[src/rtl/des_pkg.sv]
package des_pkg;

  localparam int BLOCK_W  = 64;
  localparam int HALF_W   = BLOCK_W / 2;
  localparam int KEY_W    = 64;
  localparam int CD_W     = 56;
  localparam int HCD_W    = CD_W / 2;
  localparam int SUBKEY_W = 48;
  localparam int ROUNDS   = 16;
  localparam int RND_W    = $clog2(ROUNDS);
  localparam int SBOX_N   = 8;
  localparam int SBOX_IN  = SUBKEY_W / SBOX_N;
  localparam int SBOX_OUT = HALF_W / SBOX_N;

  localparam int P_TAB [32] = '{
    16, 7, 20, 21, 29, 12, 28, 17, 1, 15, 23, 26, 5, 18, 31, 10,
    2, 8, 24, 14, 32, 27, 3, 9, 19, 13, 30, 6, 22, 11, 4, 25};

  localparam int PC1_TAB [56] = '{
    57, 49, 41, 33, 25, 17, 9, 1, 58, 50, 42, 34, 26, 18,
    10, 2, 59, 51, 43, 35, 27, 19, 11, 3, 60, 52, 44, 36,
    63, 55, 47, 39, 31, 23, 15, 7, 62, 54, 46, 38, 30, 22,
    14, 6, 61, 53, 45, 37, 29, 21, 13, 5, 28, 20, 12, 4};

  localparam int PC2_TAB [48] = '{
    14, 17, 11, 24, 1, 5, 3, 28, 15, 6, 21, 10,
    23, 19, 12, 4, 26, 8, 16, 7, 27, 20, 13, 2,
    41, 52, 31, 37, 47, 55, 30, 40, 51, 45, 33, 48,
    44, 49, 39, 56, 34, 53, 46, 42, 50, 36, 29, 32};

  // 64 nibbles per box, entry {row,col} at nibble index row*16+col, entry 0 at MSB
  localparam logic [255:0] SBOX_TAB [8] = '{
    256'hE4D12FB83A6C5907_0F74E2D1A6CB9538_41E8D62BFC973A50_FC8249175B3EA06D,
    256'hF18E6B34972DC05A_3D47F28EC01A69B5_0E7BA4D158C6932F_D8A13F42B67C05E9,
    256'hA09E63F51DC7B428_D709346A285ECBF1_D6498F30B12C5AE7_1AD069874FE3B52C,
    256'h7DE3069A1285BC4F_D8B56F03472C1AE9_A690CB7DF13E5284_3F06A1D8945BC72E,
    256'h2C417AB6853FD0E9_EB2C47D150FA3986_421BAD78F9C5630E_B8C71E2D6F09A453,
    256'hC1AF92680D34E75B_AF427C9561DE0B38_9EF528C3704A1DB6_432C95FABE17608D,
    256'h4B2EF08D3C975A61_D0B7491AE35C2F86_14BDC37EAF680592_6BD814A7950FE23C,
    256'hD2846FB1A93E50C7_1FD8A374C56B0E92_7B419CE206ADF358_21E74A8DFC90356B};

  // source bit (1-based, MSB first) of output bit i of the initial permutation
  function automatic int ip_src(input int i);
    int r, c;
    r = i / 8;
    c = i % 8;
    return (r < 4) ? (58 + 2 * r - 8 * c) : (57 + 2 * (r - 4) - 8 * c);
  endfunction

  function automatic logic [BLOCK_W-1:0] init_perm(input logic [BLOCK_W-1:0] x);
    logic [BLOCK_W-1:0] y;
    for (int i = 0; i < BLOCK_W; i++) y[BLOCK_W-1-i] = x[BLOCK_W-ip_src(i)];
    return y;
  endfunction

  function automatic logic [BLOCK_W-1:0] final_perm(input logic [BLOCK_W-1:0] x);
    logic [BLOCK_W-1:0] y;
    for (int i = 0; i < BLOCK_W; i++) y[BLOCK_W-ip_src(i)] = x[BLOCK_W-1-i];
    return y;
  endfunction

  function automatic logic [SUBKEY_W-1:0] expand(input logic [HALF_W-1:0] x);
    logic [SUBKEY_W-1:0] y;
    int src;
    for (int i = 0; i < SUBKEY_W; i++) begin
      src = ((4 * (i / 6) + (i % 6) - 1 + HALF_W) % HALF_W) + 1;
      y[SUBKEY_W-1-i] = x[HALF_W-src];
    end
    return y;
  endfunction

  function automatic logic [HALF_W-1:0] p_perm(input logic [HALF_W-1:0] x);
    logic [HALF_W-1:0] y;
    for (int i = 0; i < HALF_W; i++) y[HALF_W-1-i] = x[HALF_W-P_TAB[i]];
    return y;
  endfunction

  function automatic logic [CD_W-1:0] pc1(input logic [KEY_W-1:0] x);
    logic [CD_W-1:0] y;
    for (int i = 0; i < CD_W; i++) y[CD_W-1-i] = x[KEY_W-PC1_TAB[i]];
    return y;
  endfunction

  function automatic logic [SUBKEY_W-1:0] pc2(input logic [CD_W-1:0] x);
    logic [SUBKEY_W-1:0] y;
    for (int i = 0; i < SUBKEY_W; i++) y[SUBKEY_W-1-i] = x[CD_W-PC2_TAB[i]];
    return y;
  endfunction

endpackage

[src/rtl/des_sbox.sv]
module des_sbox
  import des_pkg::*;
#(
  parameter int IDX = 0
) (
  input  logic [SBOX_IN-1:0]  in_i,
  output logic [SBOX_OUT-1:0] out_o
);

  localparam logic [255:0] TBL = SBOX_TAB[IDX];

  logic [SBOX_IN-1:0] sel;

  // row from outer bits, column from inner bits
  assign sel   = {in_i[5], in_i[0], in_i[4:1]};
  assign out_o = SBOX_OUT'(TBL >> (4 * (63 - int'(sel))));

endmodule

[src/rtl/des_f.sv]
module des_f
  import des_pkg::*;
(
  input  logic [HALF_W-1:0]   r_i,
  input  logic [SUBKEY_W-1:0] subkey_i,
  output logic [HALF_W-1:0]   f_o
);

  logic [SUBKEY_W-1:0] mixed;
  logic [HALF_W-1:0]   subst;

  assign mixed = expand(r_i) ^ subkey_i;

  for (genvar g = 0; g < SBOX_N; g++) begin : g_box
    des_sbox #(.IDX(g)) u_box (
      .in_i (mixed[SUBKEY_W-1-SBOX_IN*g -: SBOX_IN]),
      .out_o(subst[HALF_W-1-SBOX_OUT*g -: SBOX_OUT])
    );
  end

  assign f_o = p_perm(subst);

endmodule

[src/rtl/des_key_step.sv]
module des_key_step
  import des_pkg::*;
(
  input  logic [CD_W-1:0]     cd_i,
  input  logic [RND_W-1:0]    round_i,
  input  logic                decrypt_i,
  output logic [CD_W-1:0]     cd_o,
  output logic [SUBKEY_W-1:0] subkey_o
);

  logic single, hold;

  // single-step rounds: 1,2,9,16 forward; 2,9,16 reverse; reverse round 1 holds
  always_comb begin
    single = (round_i == RND_W'(1)) || (round_i == RND_W'(8)) ||
             (round_i == RND_W'(ROUNDS - 1)) ||
             (!decrypt_i && round_i == RND_W'(0));
    hold   = decrypt_i && (round_i == RND_W'(0));
  end

  function automatic logic [HCD_W-1:0] rot(input logic [HCD_W-1:0] h,
                                           input logic rev, input logic one,
                                           input logic none);
    if (none)     return h;
    else if (rev) return one ? {h[0], h[HCD_W-1:1]} : {h[1:0], h[HCD_W-1:2]};
    else          return one ? {h[HCD_W-2:0], h[HCD_W-1]} : {h[HCD_W-3:0], h[HCD_W-1:HCD_W-2]};
  endfunction

  assign cd_o     = {rot(cd_i[CD_W-1:HCD_W], decrypt_i, single, hold),
                     rot(cd_i[HCD_W-1:0],    decrypt_i, single, hold)};
  assign subkey_o = pc2(cd_o);

endmodule

[src/rtl/des_iter_core.sv]
module des_iter_core
  import des_pkg::*;
(
  input  logic               clk_i,
  input  logic               rst_ni,
  input  logic               start_i,
  input  logic               encrypt_i,
  input  logic [BLOCK_W-1:0] data_i,
  input  logic [KEY_W-1:0]   key_i,
  output logic [BLOCK_W-1:0] result_o,
  output logic               done_o
);

  localparam logic [RND_W-1:0] LAST = RND_W'(ROUNDS - 1);

  logic               start_q, busy_q, dec_q, done_q;
  logic [RND_W-1:0]   rnd_q;
  logic [HALF_W-1:0]  l_q, r_q;
  logic [CD_W-1:0]    cd_q;
  logic [BLOCK_W-1:0] result_q;

  logic               accept, last;
  logic [BLOCK_W-1:0] ip_data;
  logic [HALF_W-1:0]  l_src, r_src, f_val, r_new;
  logic [CD_W-1:0]    cd_src, cd_nxt;
  logic [RND_W-1:0]   rnd_src;
  logic               dec_src;
  logic [SUBKEY_W-1:0] subkey;

  assign accept  = start_i && !start_q && !busy_q;
  assign ip_data = init_perm(data_i);

  // round 1 runs straight from the ports on the accepting edge
  always_comb begin
    l_src   = accept ? ip_data[BLOCK_W-1:HALF_W] : l_q;
    r_src   = accept ? ip_data[HALF_W-1:0]       : r_q;
    cd_src  = accept ? pc1(key_i)                : cd_q;
    dec_src = accept ? !encrypt_i                : dec_q;
    rnd_src = accept ? '0                        : rnd_q;
  end

  des_key_step u_key (
    .cd_i     (cd_src),
    .round_i  (rnd_src),
    .decrypt_i(dec_src),
    .cd_o     (cd_nxt),
    .subkey_o (subkey)
  );

  des_f u_f (
    .r_i     (r_src),
    .subkey_i(subkey),
    .f_o     (f_val)
  );

  assign r_new = l_src ^ f_val;
  assign last  = (rnd_src == LAST);

  always_ff @(posedge clk_i or negedge rst_ni) begin
    if (!rst_ni) begin
      start_q  <= 1'b0;
      busy_q   <= 1'b0;
      dec_q    <= 1'b0;
      done_q   <= 1'b0;
      rnd_q    <= '0;
      l_q      <= '0;
      r_q      <= '0;
      cd_q     <= '0;
      result_q <= '0;
    end else begin
      start_q <= start_i;
      done_q  <= 1'b0;
      if (accept || busy_q) begin
        l_q   <= r_src;
        r_q   <= r_new;
        cd_q  <= cd_nxt;
        dec_q <= dec_src;
        rnd_q <= rnd_src + RND_W'(1);
        if (last) begin
          // no swap after the final round
          result_q <= final_perm({r_new, r_src});
          done_q   <= 1'b1;
          busy_q   <= 1'b0;
        end else begin
          busy_q <= 1'b1;
        end
      end
    end
  end

  assign result_o = result_q;
  assign done_o   = done_q;

  a_r4_accept_loads_round: assert property (@(posedge clk_i) disable iff (!rst_ni)
    accept |=> busy_q && rnd_q == RND_W'(1));

  a_r5_busy_advances: assert property (@(posedge clk_i) disable iff (!rst_ni)
    (busy_q && rnd_q != LAST) |=> busy_q && rnd_q == $past(rnd_q) + RND_W'(1));

  a_r6_done_after_last: assert property (@(posedge clk_i) disable iff (!rst_ni)
    done_o |-> $past(busy_q) && $past(rnd_q) == LAST);

  a_r7_done_single: assert property (@(posedge clk_i) disable iff (!rst_ni)
    done_o |=> !done_o);

  a_r8_result_held: assert property (@(posedge clk_i) disable iff (!rst_ni)
    !done_o |-> $stable(result_o));

endmodule

[config.mk]
export PLATFORM = sky130hd
export DESIGN_NAME = des_iter_core
export DESIGN_NICKNAME = d
export VERILOG_FILES = /design/src/rtl/des_pkg.sv /design/src/rtl/des_sbox.sv /design/src/rtl/des_f.sv /design/src/rtl/des_key_step.sv /design/src/rtl/des_iter_core.sv
export SDC_FILE = /design/constraint.sdc
export NUM_CORES = 1
export LEC_CHECK = 0
export BUFFER_PORTS_ARGS = -buffer_cell sky130_fd_sc_hd__buf_4
export CAP_MARGIN = 20
export CORE_UTILIZATION = 50
export CTS_CLUSTER_SIZE = 14
export DETAILED_ROUTE_END_ITERATION = 6
export MAX_ROUTING_LAYER = met4
export PLACE_DENSITY = 0.77
export SYNTH_ARGS = -nofsm -noshare
export SYNTH_HDL_FRONTEND = slang
export SYNTH_SLANG_ARGS = --single-unit
[constraint.sdc]
create_clock -name clk_i -period 8.05 [get_ports clk_i]
set_input_delay 1.61 -clock clk_i [delete_from_list [all_inputs] [get_ports clk_i]]
set_output_delay 1.61 -clock clk_i [all_outputs]
set_load 0.01 [all_outputs]
==> metrics.cfg, run 1 <==
[outcome]
status=completed

[clock_tree]
root_buffer=clkbuf_16
cts_resized=0
cts_setup_buffers=0
path_clk_slew_ns=0.08
cts_max_level=4
cts_buffers=17
cts_tree=yes
cts_num_sinks=192
worstSkewPairLatency_ns=0.47
cts_buffer_depth=2
hold_buffers=0

[timing]
slew_headroom=0.213
grt_setup_unrepaired=false
fmax_mhz=142
fin_crit_ns=7.06
drv_slew=0
fin_hold_ws_ns=0.492
max_slew.worst_pin.slew_ns=1.15
finalHoldViolations=0
finalCritPeriodShare=0.877
skew_ns=0.0195
setup_viol=0
fin_tns_setup_ns=0

[finish]
nets=2363
area_growth_pct=16.0
drive_above_1_share=0.228

[hold_path]
hold_depth=2
hold_path.class=flip-flop to flip-flop
holdCritStartpoint=result_o[63]$_DFFE_PN0P_

[global_route]
grt-ovfl-total=0
use_met1=0.449
grt_pass1_wl_um=94200
use_met2=0.518
track_usage=0.353
gr-usage-met3=0.0976
antenna_found_initial=1
grt_pass1_vias=16400
top_usage_layer=met2
grt_max_degree=109

[detailed_routing]
routed_wl_um=60400
vias=17100
drc=0
postRouteAntennaNets=0
drtPass1Iterations=7
wire_per_inst_um=23.0
drtIter0Drc=2567
vias_per_cell=6.51

[logic_synthesis]
ys_seq_area_frac=0.279
ys.flop_type=dfrtp_1
yosysTopAreaCellShare=0.279
avgSynthCellArea_um2=8.61
syn_area_um2=17200
async_reset_ff_frac=1.00
synthCells=1998
synth.top_cells.by_area=dfrtp_1, mux2i_1, nand2_1
ys_seq_elements=192
syn_nets=2193
synth_cell_type_count=104
post-synth-top-area-cell=dfrtp_1
yosysWarnings=0
synth_edf_count=0

[floorplanning]
dieArea_um2=35100
start_util=0.510
die_x_um=187
rows=67
core_um2=33700
boundaryPins=197
die_h_um=187

[setup_path]
crit_type=input port to flip-flop
critPathLaunchType=input port
cp.required_ns=8.41
reg2reg_depth=18
endpoint_kind=flip-flop
crit_chain=buf_4, or3b_4, nand2_1, ha_1, nand3b_1, a31oi_1, buf_4, a21oi_2, buf_4, o311ai_0, a22o_1, xnor2_2, ha_1, nor2_1, a2111oi_0, nor3_1, a221oi_2, xnor2_1, mux2_2
timing.rr.start=busy_q$_DFFE_PN0N_
cp_max_fo=17
critPathLaunch=start_i
crit_top_cell=buf_4
critPathSlowestCell=ha_1
cp.arrival_ns=7.42
critPathMaxStageDelay_ns=0.70

[placement]
gp_congestion=1.08
portBuffers=188
hpwl_um=43200

[run]
maxCapViolations=0

cell usage in the layout, fill, tap and decap left out, drive strengths merged, types with 46 or more instances in the layout:
master	n
xnor2	67
o21ai	140
mux2	71
dfrtp	192
inv	60
nor2	185
buf	295
a21oi	157
xor2	46
ha	63
mux2i	160
nand2	245
Yosys cell counts, types with 7 or more instances:
master,instances
a211o_1,11
a211oi_1,31
a21o_1,15
a21oi_1,153
a221oi_1,12
a22o_1,7
a22oi_1,12
a31oi_1,28
and3_1,10
buf_2,40
buf_4,8
buf_6,10
clkbuf_1,81
dfrtp_1,192
ha_1,63
inv_1,47
inv_2,7
mux2_2,69
mux2i_1,151
mux4_2,26
nand2_1,245
nand2b_1,18
nand3_1,43
nor2_1,184
nor3_1,27
nor4_1,16
o211ai_1,27
o21ai_0,129
o21ai_1,8
o221ai_1,11
o22ai_1,29
o31ai_1,11
xnor2_1,60
xor2_1,38
xor2_2,7
registers in the layout, indices dropped and copies added (netlist names):
register / count
dec_q: 1
r_q: 32
rnd_q: 4
cd_q: 56
start_q: 1
result_o: 64
busy_q: 1
done_o: 1
l_q: 32
area by class of cell:
class / instances / area, um^2
fillers: 2953 / 13700
inverters: 56 / 210
well taps: 448 / 561
diodes: 1 / 2.50
flip-flops and latches: 192 / 4800
clock buffers: 19 / 443
multi-input cells: 1605 / 11500
clock inverters: 13 / 119
repair buffers: 296 / 2270
layer usage:
| metal | vias up | share of wire |
|---|---|---|
| met5 | - | 0 |
| met4 | 0 | 0.051 |
| met3 | 229 | 0.12 |
| met2 | 1096 | 0.44 |
| met1 | 8159 | 0.39 |
| li1 | 7627 | - |
cell families after synthesis:
group                    Yosys count  synth area share
buffers and inverters            201            0.0529
adder cells (fa/ha/maj)           63            0.0458
AO/OA/AOI/OAI                    579             0.225
flip-flops                       192             0.279
multiplexers                     257             0.178
XOR/XNOR                         114            0.0674
AND/OR/NAND/NOR                  592             0.152
critical path, delay by kind of cell:
family | cells | cell delay [ns]
AOI/OAI and AO/OA | 6 | 2.11
and+or+nand+nor | 5 | 1.40
adders and majority gates | 2 | 1.03
buffers and inverters | 3 | 0.69
xor gates and xnor gates | 2 | 0.28
muxes | 1 | 0.28
stage by stage:
stage	std cells	area (um^2)	utilization	setup slack [ns]
6_report	2630	20000	0.592	0.992
5_1_grt	2630	20000	0.592	0.801
4_1_cts	2628	19900	0.592	1.23
3_5_place_dp	2596	19400	0.575	0.774
3_3_place_gp	2596	19400	0.575	0.874
2_1_floorplan	1998	17200	-	0.384
worst paths after layout:
path | to | slack (ns)
worst max-delay path | result_o[6]$_DFFE_PN0P_ | 0.99
worst min-delay path | result_o[63]$_DFFE_PN0P_ | 0.49
worst max register to register | result_o[6]$_DFFE_PN0P_ | 1.70
worst min register to register | result_o[63]$_DFFE_PN0P_ | 0.49
max in group asynchronous | l_q[12]$_DFFE_PN0N_ | 5.60
min in group asynchronous | rnd_q[0]$_DFFE_PN0N_ | 1.17
Power of run 1 is not shown: default switching activity piles up to over one toggle a cycle in this logic, so the estimate is an artifact.
==> run 2: changes to the inputs <==
clock period = 6.5 ns   (was 8.05 ns; I/O delays follow)
==> metrics.cfg, run 2 (synthesized netlist as in run 1, its figures left out) <==
[outcome]
status=completed

[timing]
finalHoldViolations=0
max_slew.worst_pin.slew_ns=1.04
fin_hold_ws_ns=0.489
drv_slew=0
grt_setup_unrepaired=false
finalCritPeriodShare=0.902
fin_tns_setup_ns=0
setup_viol=0
slew_headroom=0.309
fin_crit_ns=5.86
skew_ns=0.0137
fmax_mhz=171

[finish]
fillers=2967
final_area_um2=20300
drive_above_1_share=0.241
fin_cells=2651
final_common_cell=buf_4
diodes=0
largest_reg_flops=64
area_growth_pct=17.9
nets=2385
final_cell_mix=buf_4, nand2_1, dfrtp_1

[clock_tree]
root_buffer=clkbuf_16
cts_buffers=17
cts_buffer_depth=2
worstSkewPairLatency_ns=0.47
cts_num_sinks=192
cts_tree=yes
cts_setup_buffers=0
hold_buffers=0
cts_resized=0
cts_max_level=4
path_clk_slew_ns=0.08

[setup_path]
crit_type=input port to flip-flop
critPathSlowestCell=ha_1
endpoint_kind=flip-flop
cp.arrival_ns=6.22
cp.required_ns=6.85
crit_chain=buf_4, or3b_4, nand2_1, ha_2, buf_4, nor2b_1, a32o_1, or2_1, a221o_1, a21oi_1, xnor2_2, ha_1, inv_1, nor2_1, a21oi_1, a21oi_1, a21oi_1, a221oi_1, xor2_1, mux2_2
crit_top_cell=a21oi_1
critPathMaxStageDelay_ns=0.52
critPathLaunchType=input port
cp_max_fo=11

[floorplanning]
die_x_um=187
core_um2=33700
die_h_um=187
start_util=0.510
dieArea_um2=35100
boundaryPins=197
rows=67

[global_route]
grt-ovfl-total=0
grt_max_degree=171
antenna_found_initial=1
track_usage=0.365
grt_pass1_vias=16200
grt_pass1_wl_um=95600

[placement]
gp_congestion=1.04
hpwl_um=45800
placed_cell_area_um2=19700
portBuffers=188
dp_cells=2619

[detailed_routing]
drc=0
postRouteAntennaNets=0
routed_wl_um=62800
wire_per_inst_um=23.7
vias_per_cell=6.46
drtPass1Iterations=5
drtIter0Drc=2338
vias=17100

[run]
maxCapViolations=0

[hold_path]
hold_path.class=flip-flop to flip-flop

run 2: per-layer routing:
metal,GRT usage,vias up,part of all wire
met5,-,-,0
met4,0.172,0,0.048
met3,0.0848,152,0.10
met2,0.522,1022,0.43
met1,0.485,8249,0.41
li1,-,7705,-
run 2: area by class of cell:
cell class | instances | area [um^2] | share of cell area
multi-input cells | 1605 | 11600 | 0.573
flip-flops and latches | 192 | 4800 | 0.237
repair buffers | 318 | 2460 | 0.121
well taps | 448 | 561 | 0.0276
clock buffers | 17 | 425 | 0.0210
inverters | 56 | 210 | 0.0104
clock inverters | 15 | 201 | 0.00993
run 2: final timing paths:
kind / start / end / slack, ns / cells past startpoint
setup / recovery: start_i / result_o[38]$_DFFE_PN0P_ / 0.64 / 20
hold / removal: result_o[30]$_DFFE_PN0P_ / result_o[30]$_DFFE_PN0P_ / 0.49 / 2
setup reg to reg: busy_q$_DFFE_PN0N_ / result_o[38]$_DFFE_PN0P_ / 1.02 / 19
hold reg to reg: result_o[30]$_DFFE_PN0P_ / result_o[30]$_DFFE_PN0P_ / 0.49 / 2
max in group asynchronous: rst_ni / r_q[3]$_DFFE_PN0N_ / 4.47 / 2
min in group asynchronous: rst_ni / start_q$_DFF_PN0_ / 0.75 / 1
run 2: critical path, delay by kind of cell:
kind / cells / cell delay (ns)
multiplexers: 1 / 0.29
XOR/XNOR: 2 / 0.43
buffers and inverters: 3 / 0.47
AND/OR/NAND/NOR: 5 / 1.08
adder cells (fa/ha/maj): 2 / 0.80
AO/OA/AOI/OAI: 7 / 1.84
run 2: through the flow:
step | setup WS (ns) | util
after global routing | 0.389 | 0.602
after CTS | 0.697 | 0.602
after global placement | 0.289 | 0.583
final | 0.638 | 0.602
after detailed placement | 0.231 | 0.583
after floorplan | 0.0157 | -
Power of run 2 is left out for the same reason.
